===== src/rtl/rax_pkg.sv =====
package rax_pkg;

  // Strobes from the control section to the datapath
  typedef struct packed {
    logic driveEn;   // primary lanes agree and a healthy primary exists
    logic blanked;   // no healthy channel is left
  } rax_strobe_t;

endpackage


===== src/rtl/rax_datapath.sv =====
module rax_datapath
  import rax_pkg::*;
#(
  parameter int NUM_CH = 4,
  parameter int CMD_W  = 16,
  localparam int IDX_W = $clog2(NUM_CH)
) (
  input  logic [NUM_CH*CMD_W-1:0] ctrlCmd,
  input  logic [NUM_CH*CMD_W-1:0] monCmd,
  input  logic [IDX_W-1:0]        selIdx,
  input  rax_strobe_t             strobes,
  output logic [NUM_CH-1:0]       laneMismatch,
  output logic [CMD_W-1:0]        actCmd,
  output logic                    actEn
);

  logic [CMD_W-1:0] ctrlWord [NUM_CH];

  // Per-channel lane comparison
  for (genvar g = 0; g < NUM_CH; g++) begin : gLane
    assign ctrlWord[g]     = ctrlCmd[g*CMD_W +: CMD_W];
    assign laneMismatch[g] = ctrlWord[g] != monCmd[g*CMD_W +: CMD_W];
  end

  logic gateOpen;
  assign gateOpen = strobes.driveEn && !strobes.blanked;

  // Only the control lane of the selected channel reaches the actuator
  always_comb begin
    actCmd = '0;
    if (gateOpen) actCmd = ctrlWord[selIdx];
  end

  assign actEn = gateOpen;

endmodule


===== src/rtl/rax_control.sv =====
module rax_control
  import rax_pkg::*;
#(
  parameter int NUM_CH     = 4,
  parameter int HB_TIMEOUT = 16,
  localparam int IDX_W     = $clog2(NUM_CH),
  localparam int CNT_W     = $clog2(HB_TIMEOUT + 1)
) (
  input  logic              clk,
  input  logic              rstN,
  input  logic [NUM_CH-1:0] hbPulse,
  input  logic [NUM_CH-1:0] laneMismatch,
  output logic [IDX_W-1:0]  selIdx,
  output rax_strobe_t       strobes
);

  localparam logic [CNT_W-1:0] LOSS_AT = CNT_W'(HB_TIMEOUT - 1);
  localparam logic [CNT_W-1:0] CNT_TOP = CNT_W'(HB_TIMEOUT);

  logic [NUM_CH-1:0] hbLost;
  logic [NUM_CH-1:0] failedQ;

  // Heartbeat silence counters, one per channel
  for (genvar g = 0; g < NUM_CH; g++) begin : gBeat
    logic [CNT_W-1:0] silentCnt;

    always_ff @(posedge clk or negedge rstN) begin
      if (!rstN)                silentCnt <= '0;
      else if (hbPulse[g])      silentCnt <= '0;
      else if (silentCnt != CNT_TOP) silentCnt <= silentCnt + 1'b1;
    end

    assign hbLost[g] = !hbPulse[g] && (silentCnt == LOSS_AT);
  end

  // Sticky failure marks
  always_ff @(posedge clk or negedge rstN) begin
    if (!rstN) failedQ <= '0;
    else       failedQ <= failedQ | laneMismatch | hbLost;
  end

  // Fixed-order succession: lowest healthy index
  always_comb begin
    logic found;
    found  = 1'b0;
    selIdx = '0;
    for (int i = 0; i < NUM_CH; i++) begin
      if (!found && !failedQ[i]) begin
        selIdx = IDX_W'(i);
        found  = 1'b1;
      end
    end
  end

  logic noneLeft;
  assign noneLeft        = &failedQ;
  assign strobes.blanked = noneLeft;
  assign strobes.driveEn = !noneLeft && !laneMismatch[selIdx];

endmodule


===== src/rtl/redundant_axis_selector.sv =====
module redundant_axis_selector
  import rax_pkg::*;
#(
  parameter int NUM_CH     = 4,
  parameter int CMD_W      = 16,
  parameter int HB_TIMEOUT = 16,
  localparam int IDX_W     = $clog2(NUM_CH)
) (
  input  logic                    clk,
  input  logic                    rstN,
  input  logic [NUM_CH*CMD_W-1:0] ctrlCmd,
  input  logic [NUM_CH*CMD_W-1:0] monCmd,
  input  logic [NUM_CH-1:0]       hbPulse,
  output logic [CMD_W-1:0]        actCmd,
  output logic                    actEn,
  output logic [IDX_W-1:0]        primIdx,
  output logic                    allFailed
);

  rax_strobe_t       strobes;
  logic [NUM_CH-1:0] laneMismatch;
  logic [IDX_W-1:0]  selIdx;

  rax_control #(
    .NUM_CH     (NUM_CH),
    .HB_TIMEOUT (HB_TIMEOUT)
  ) ctrl_i (
    .clk          (clk),
    .rstN         (rstN),
    .hbPulse      (hbPulse),
    .laneMismatch (laneMismatch),
    .selIdx       (selIdx),
    .strobes      (strobes)
  );

  rax_datapath #(
    .NUM_CH (NUM_CH),
    .CMD_W  (CMD_W)
  ) dp_i (
    .ctrlCmd      (ctrlCmd),
    .monCmd       (monCmd),
    .selIdx       (selIdx),
    .strobes      (strobes),
    .laneMismatch (laneMismatch),
    .actCmd       (actCmd),
    .actEn        (actEn)
  );

  assign primIdx   = selIdx;
  assign allFailed = strobes.blanked;

endmodule


===== config.mk =====
export PLATFORM = sky130hd
export DESIGN_NAME = redundant_axis_selector
export DESIGN_NICKNAME = d
export VERILOG_FILES = /design/src/rtl/rax_pkg.sv /design/src/rtl/rax_datapath.sv /design/src/rtl/rax_control.sv /design/src/rtl/redundant_axis_selector.sv
export SDC_FILE = /design/constraint.sdc
export NUM_CORES = 1
export LEC_CHECK = 0
export ABC_AREA = 1
export BUFFER_PORTS_ARGS = -buffer_cell sky130_fd_sc_hd__buf_2
export CAP_MARGIN = 15
export CORE_MARGIN = 2
export CORE_UTILIZATION = 50
export DETAILED_ROUTE_END_ITERATION = 6
export MAX_ROUTING_LAYER = met4
export PLACE_DENSITY = 0.95
export SYNTH_ARGS = -nofsm -noshare
export SYNTH_HDL_FRONTEND = slang
export SYNTH_SLANG_ARGS = --single-unit

===== constraint.sdc =====
create_clock -name clk -period 2.1 [get_ports clk]
set_input_delay 0.21 -clock clk [delete_from_list [all_inputs] [get_ports clk]]
set_output_delay 0.21 -clock clk [all_outputs]
set_load 0.02 [all_outputs]

==> results.sh <==
export IMPL_swShare=0.327
export IMPL_finalSetupViolCount=0
export IMPL_worstReg2RegStart="ctrl_i.gBeat[3].silentCnt[0]"
export IMPL_maxSlewHeadroom=0.633
export IMPL_place_area_um2=3800
export IMPL_yosys_area_share_simple=0.349
export IMPL_postLayoutCoreUtil=0.711
export IMPL_cp_common_cell="nand3_4"
export IMPL_track_usage=0.279
export IMPL_clk_pin_slew_ps=90
export IMPL_drv_slew=0
export IMPL_clock_sinks=24
export IMPL_grt_pass1_wl_um=14200
export IMPL_setup_slack_ps=28.4
export IMPL_cp_startpoint="ctrl_i.failedQ[3]"
export IMPL_synth_largest_area_cell="dfrtp_1"
export IMPL_numCtsBuffers=3
export IMPL_synth_ff_type="dfrtp_1"
export IMPL_cpPeakStageDelay_ps=400
export IMPL_place_congestion=0.863
export IMPL_r2r_slack_ps=680
export IMPL_cp_end_kind="primary output"
export IMPL_place_ws_ps=147
export IMPL_startpoint_type="register"
export IMPL_cap_violations=0
export IMPL_nets=828
export IMPL_ios=154
export IMPL_synth_edf_count=0
export IMPL_r2r_end="ctrl_i.failedQ[3]"
export IMPL_synth_adder_area_share=0.0508
export IMPL_synthesis_nets=663
export IMPL_cts_root_buffer="clkbuf_8"
export IMPL_routed_wl_um=9740
export IMPL_routedWlPerCell_um=12.9
export IMPL_cp_data_required_time_ps=1890
export IMPL_n_antenna_cell=0
export IMPL_synth_avg_cell_area_um2=5.72
export IMPL_synth_compound_area_frac=0.146
export IMPL_dp_hpwl_um=7570
export IMPL_grt_overflow=0
export IMPL_synth_most_common_cell="nand2_1"
export IMPL_synthMuxAreaShare=0
export IMPL_yosysUniqueCellTypes=27
export IMPL_drtIter0Drc=378
export IMPL_fin_cells=756
export IMPL_p_leak_nw=2.47
export IMPL_viasPerCell=5.13
export IMPL_cts_tree="done"
export IMPL_area_delta_synth_final_pct=39.9
export IMPL_pwr_share_seq=0.395
export IMPL_path_depth=10
export IMPL_clk_latency_ps=270
export IMPL_crit_fanout=13
export IMPL_cts_max_path_buffers=2
export IMPL_setup_tns_ps=0
export IMPL_port_buffers=153
export IMPL_combPwrFrac=0.355
export IMPL_dr_pass1_iters=5
export IMPL_syn_area_um2=2960
export IMPL_die_h_um=80.9
export IMPL_netSwitchingPower_mw=0.415
export IMPL_arrival_ps=1860
export IMPL_peakVddDrop_mv=0.334
export IMPL_vias=3875
export IMPL_first_global_vias=3495
export IMPL_synth_top_family_by_area="simple AND/OR/NAND/NOR gates"
export IMPL_hold_class="in2reg"
export IMPL_hold_violations=0
export IMPL_clock_power_share=0.250
export IMPL_synth_area_top_cells="dfrtp_1, nand2_1, inv_1, nor2_1, xor2_1"
export IMPL_path_cells="inv_2 -> nand2_2 -> nand2_4 -> nand2_8 -> clkinv_8 -> nand3_1 -> nand3_4 -> nand3_4 -> nor2_1 -> buf_4"
export IMPL_syn_inst=517
export IMPL_endpoint="actCmd[3]"
export IMPL_row_count=28
export IMPL_max_freq_ghz=0.483
export IMPL_placed_cells=742
export IMPL_htreeDepth=1
export IMPL_ys_seq_area_frac=0.203
export IMPL_slowest_stage="dfrtp_1"
export IMPL_fin_area_um2=4140
export IMPL_die_area_um2=6540
export IMPL_worstMarginPinSlew_ps=550
export IMPL_rsz0062_at_grt="true"
export IMPL_finalCriticalPeriod_ps=2070
export IMPL_yosys_top_cells_count="nand2_1, inv_1, nor2_1"
export IMPL_yosys_area_top_type_share=0.203
export IMPL_outcome="finished clean"
export IMPL_min_period_over_period=0.986
export IMPL_async_flop_share=1.00
export IMPL_crit_buf_inv=3
export IMPL_crit_family="simple AND/OR/NAND/NOR gates"
export IMPL_grt_max_degree=25
export IMPL_fp_dieW_um=80.9
export IMPL_ff2ff_path_depth=5
export IMPL_worst_clock_skew_ps=4.27
export IMPL_synth_xor_area_share=0.0948
export IMPL_final_antenna_net_count=0
export IMPL_drc=0
export IMPL_worst_setup_path_type="reg2out"
export IMPL_drive_above_1_share=0.297
export IMPL_ys_warn_count=0
export IMPL_power_density_nw_per_um2=307
export IMPL_core_area_um2=5820
export IMPL_synth_seq_cells=24
export IMPL_start_util=0.508
export IMPL_grt_antenna_before_repair=0
export IMPL_internal_power_mw=0.855
[cell families after synthesis]
kind of cell	after synthesis
AOI/OAI and AO/OA	82
xor gates and xnor gates	32
adders and majority gates	12
buffers and inverters	117
DFF	24
and+or+nand+nor	250
[power groups by stage]
stage	sequential, mW	clock (mW)	combinational (mW)
2_1_floorplan	0.507	0	0.219
6_report	0.502	0.318	0.451
3_3_place_gp	0.509	0	0.418
3_5_place_dp	0.511	0	0.438
5_1_grt	0.506	0.338	0.512
4_1_cts	0.502	0.320	0.442
[sequential cells by signal, indices dropped and copies added (netlist names)]
signal / flops
ctrl_i.failedQ: 4
ctrl_i.gBeat.silentCnt: 20
[stage by stage]
stage	power (mW)	hold slack (ps)
after global routing	1.36	98.9
after detailed placement	0.949	232
final	1.27	96.7
after CTS	1.26	93.3
after global placement	0.927	211
after floorplan	0.726	-85.6
[worst reg2reg max path, cell delays in order (launching register included)]
cell	delay, ps
dfrtp_1	410
ha_1	240
and3_1	190
ha_1	180
a21oi_1	180
nand3_1	100
[timing repair]
| action | in CTS | in global routing |
|---|---|---|
| resized for setup | 7 | 49 |
| buffers inserted | 1 | 4 |
| hold endpoints to repair | 24 | 0 |
| cloned | 2 | 2 |
| endpoints found under the setup margin | 17 | 17 |
| pin swaps | 1 | 5 |
| hold buffers | 1 | 0 |
[placed cells by master, fill, tap and decap left out, types with 3 or more instances in the layout]
cell type / instances
buf_2: 138
nand2_1: 114
inv_1: 105
nor2_1: 92
o21ai_0: 37
xor2_1: 31
dfrtp_1: 22
buf_4: 20
a21oi_1: 18
o21ai_1: 16
nand3_1: 14
nor2_2: 13
ha_1: 12
o22ai_1: 7
nor3_1: 5
nand3_4: 5
clkbuf_8: 4
a21oi_2: 3
buf_6: 3
[per-layer routing]
layer | part of all wire | global-route usage | vias up
li1 | - | - | 1905
met1 | 0.37 | 0.310 | 1735
met2 | 0.51 | 0.510 | 192
met3 | 0.084 | 0.0378 | 43
met4 | 0.034 | 0.100 | 0
met5 | 0 | - | -
[worst min path at each step]
stage	startpoint	to	slack, ps	depth (start not counted)
6_report	hbPulse[0]	ctrl_i.gBeat[0].silentCnt[4]	100	2
5_1_grt	hbPulse[0]	ctrl_i.gBeat[0].silentCnt[4]	100	2
4_1_cts	hbPulse[0]	ctrl_i.gBeat[0].silentCnt[4]	90	2
3_5_place_dp	rstN	ctrl_i.gBeat[2].silentCnt[1]	230	1
3_3_place_gp	rstN	ctrl_i.gBeat[2].silentCnt[1]	210	1
2_1_floorplan	rstN	ctrl_i.failedQ[0]	-90	0
[final cells by class]
class / instances / area [um^2]
Multi-Input combinational cell: 379 / 2000
Fill cell: 477 / 1680
Timing Repair Buffer: 166 / 965
Sequential cell: 24 / 603
Inverter: 108 / 418
Tap cell: 75 / 93.8
Clock buffer: 4 / 55.1
(Power assumes the default switching activity.)
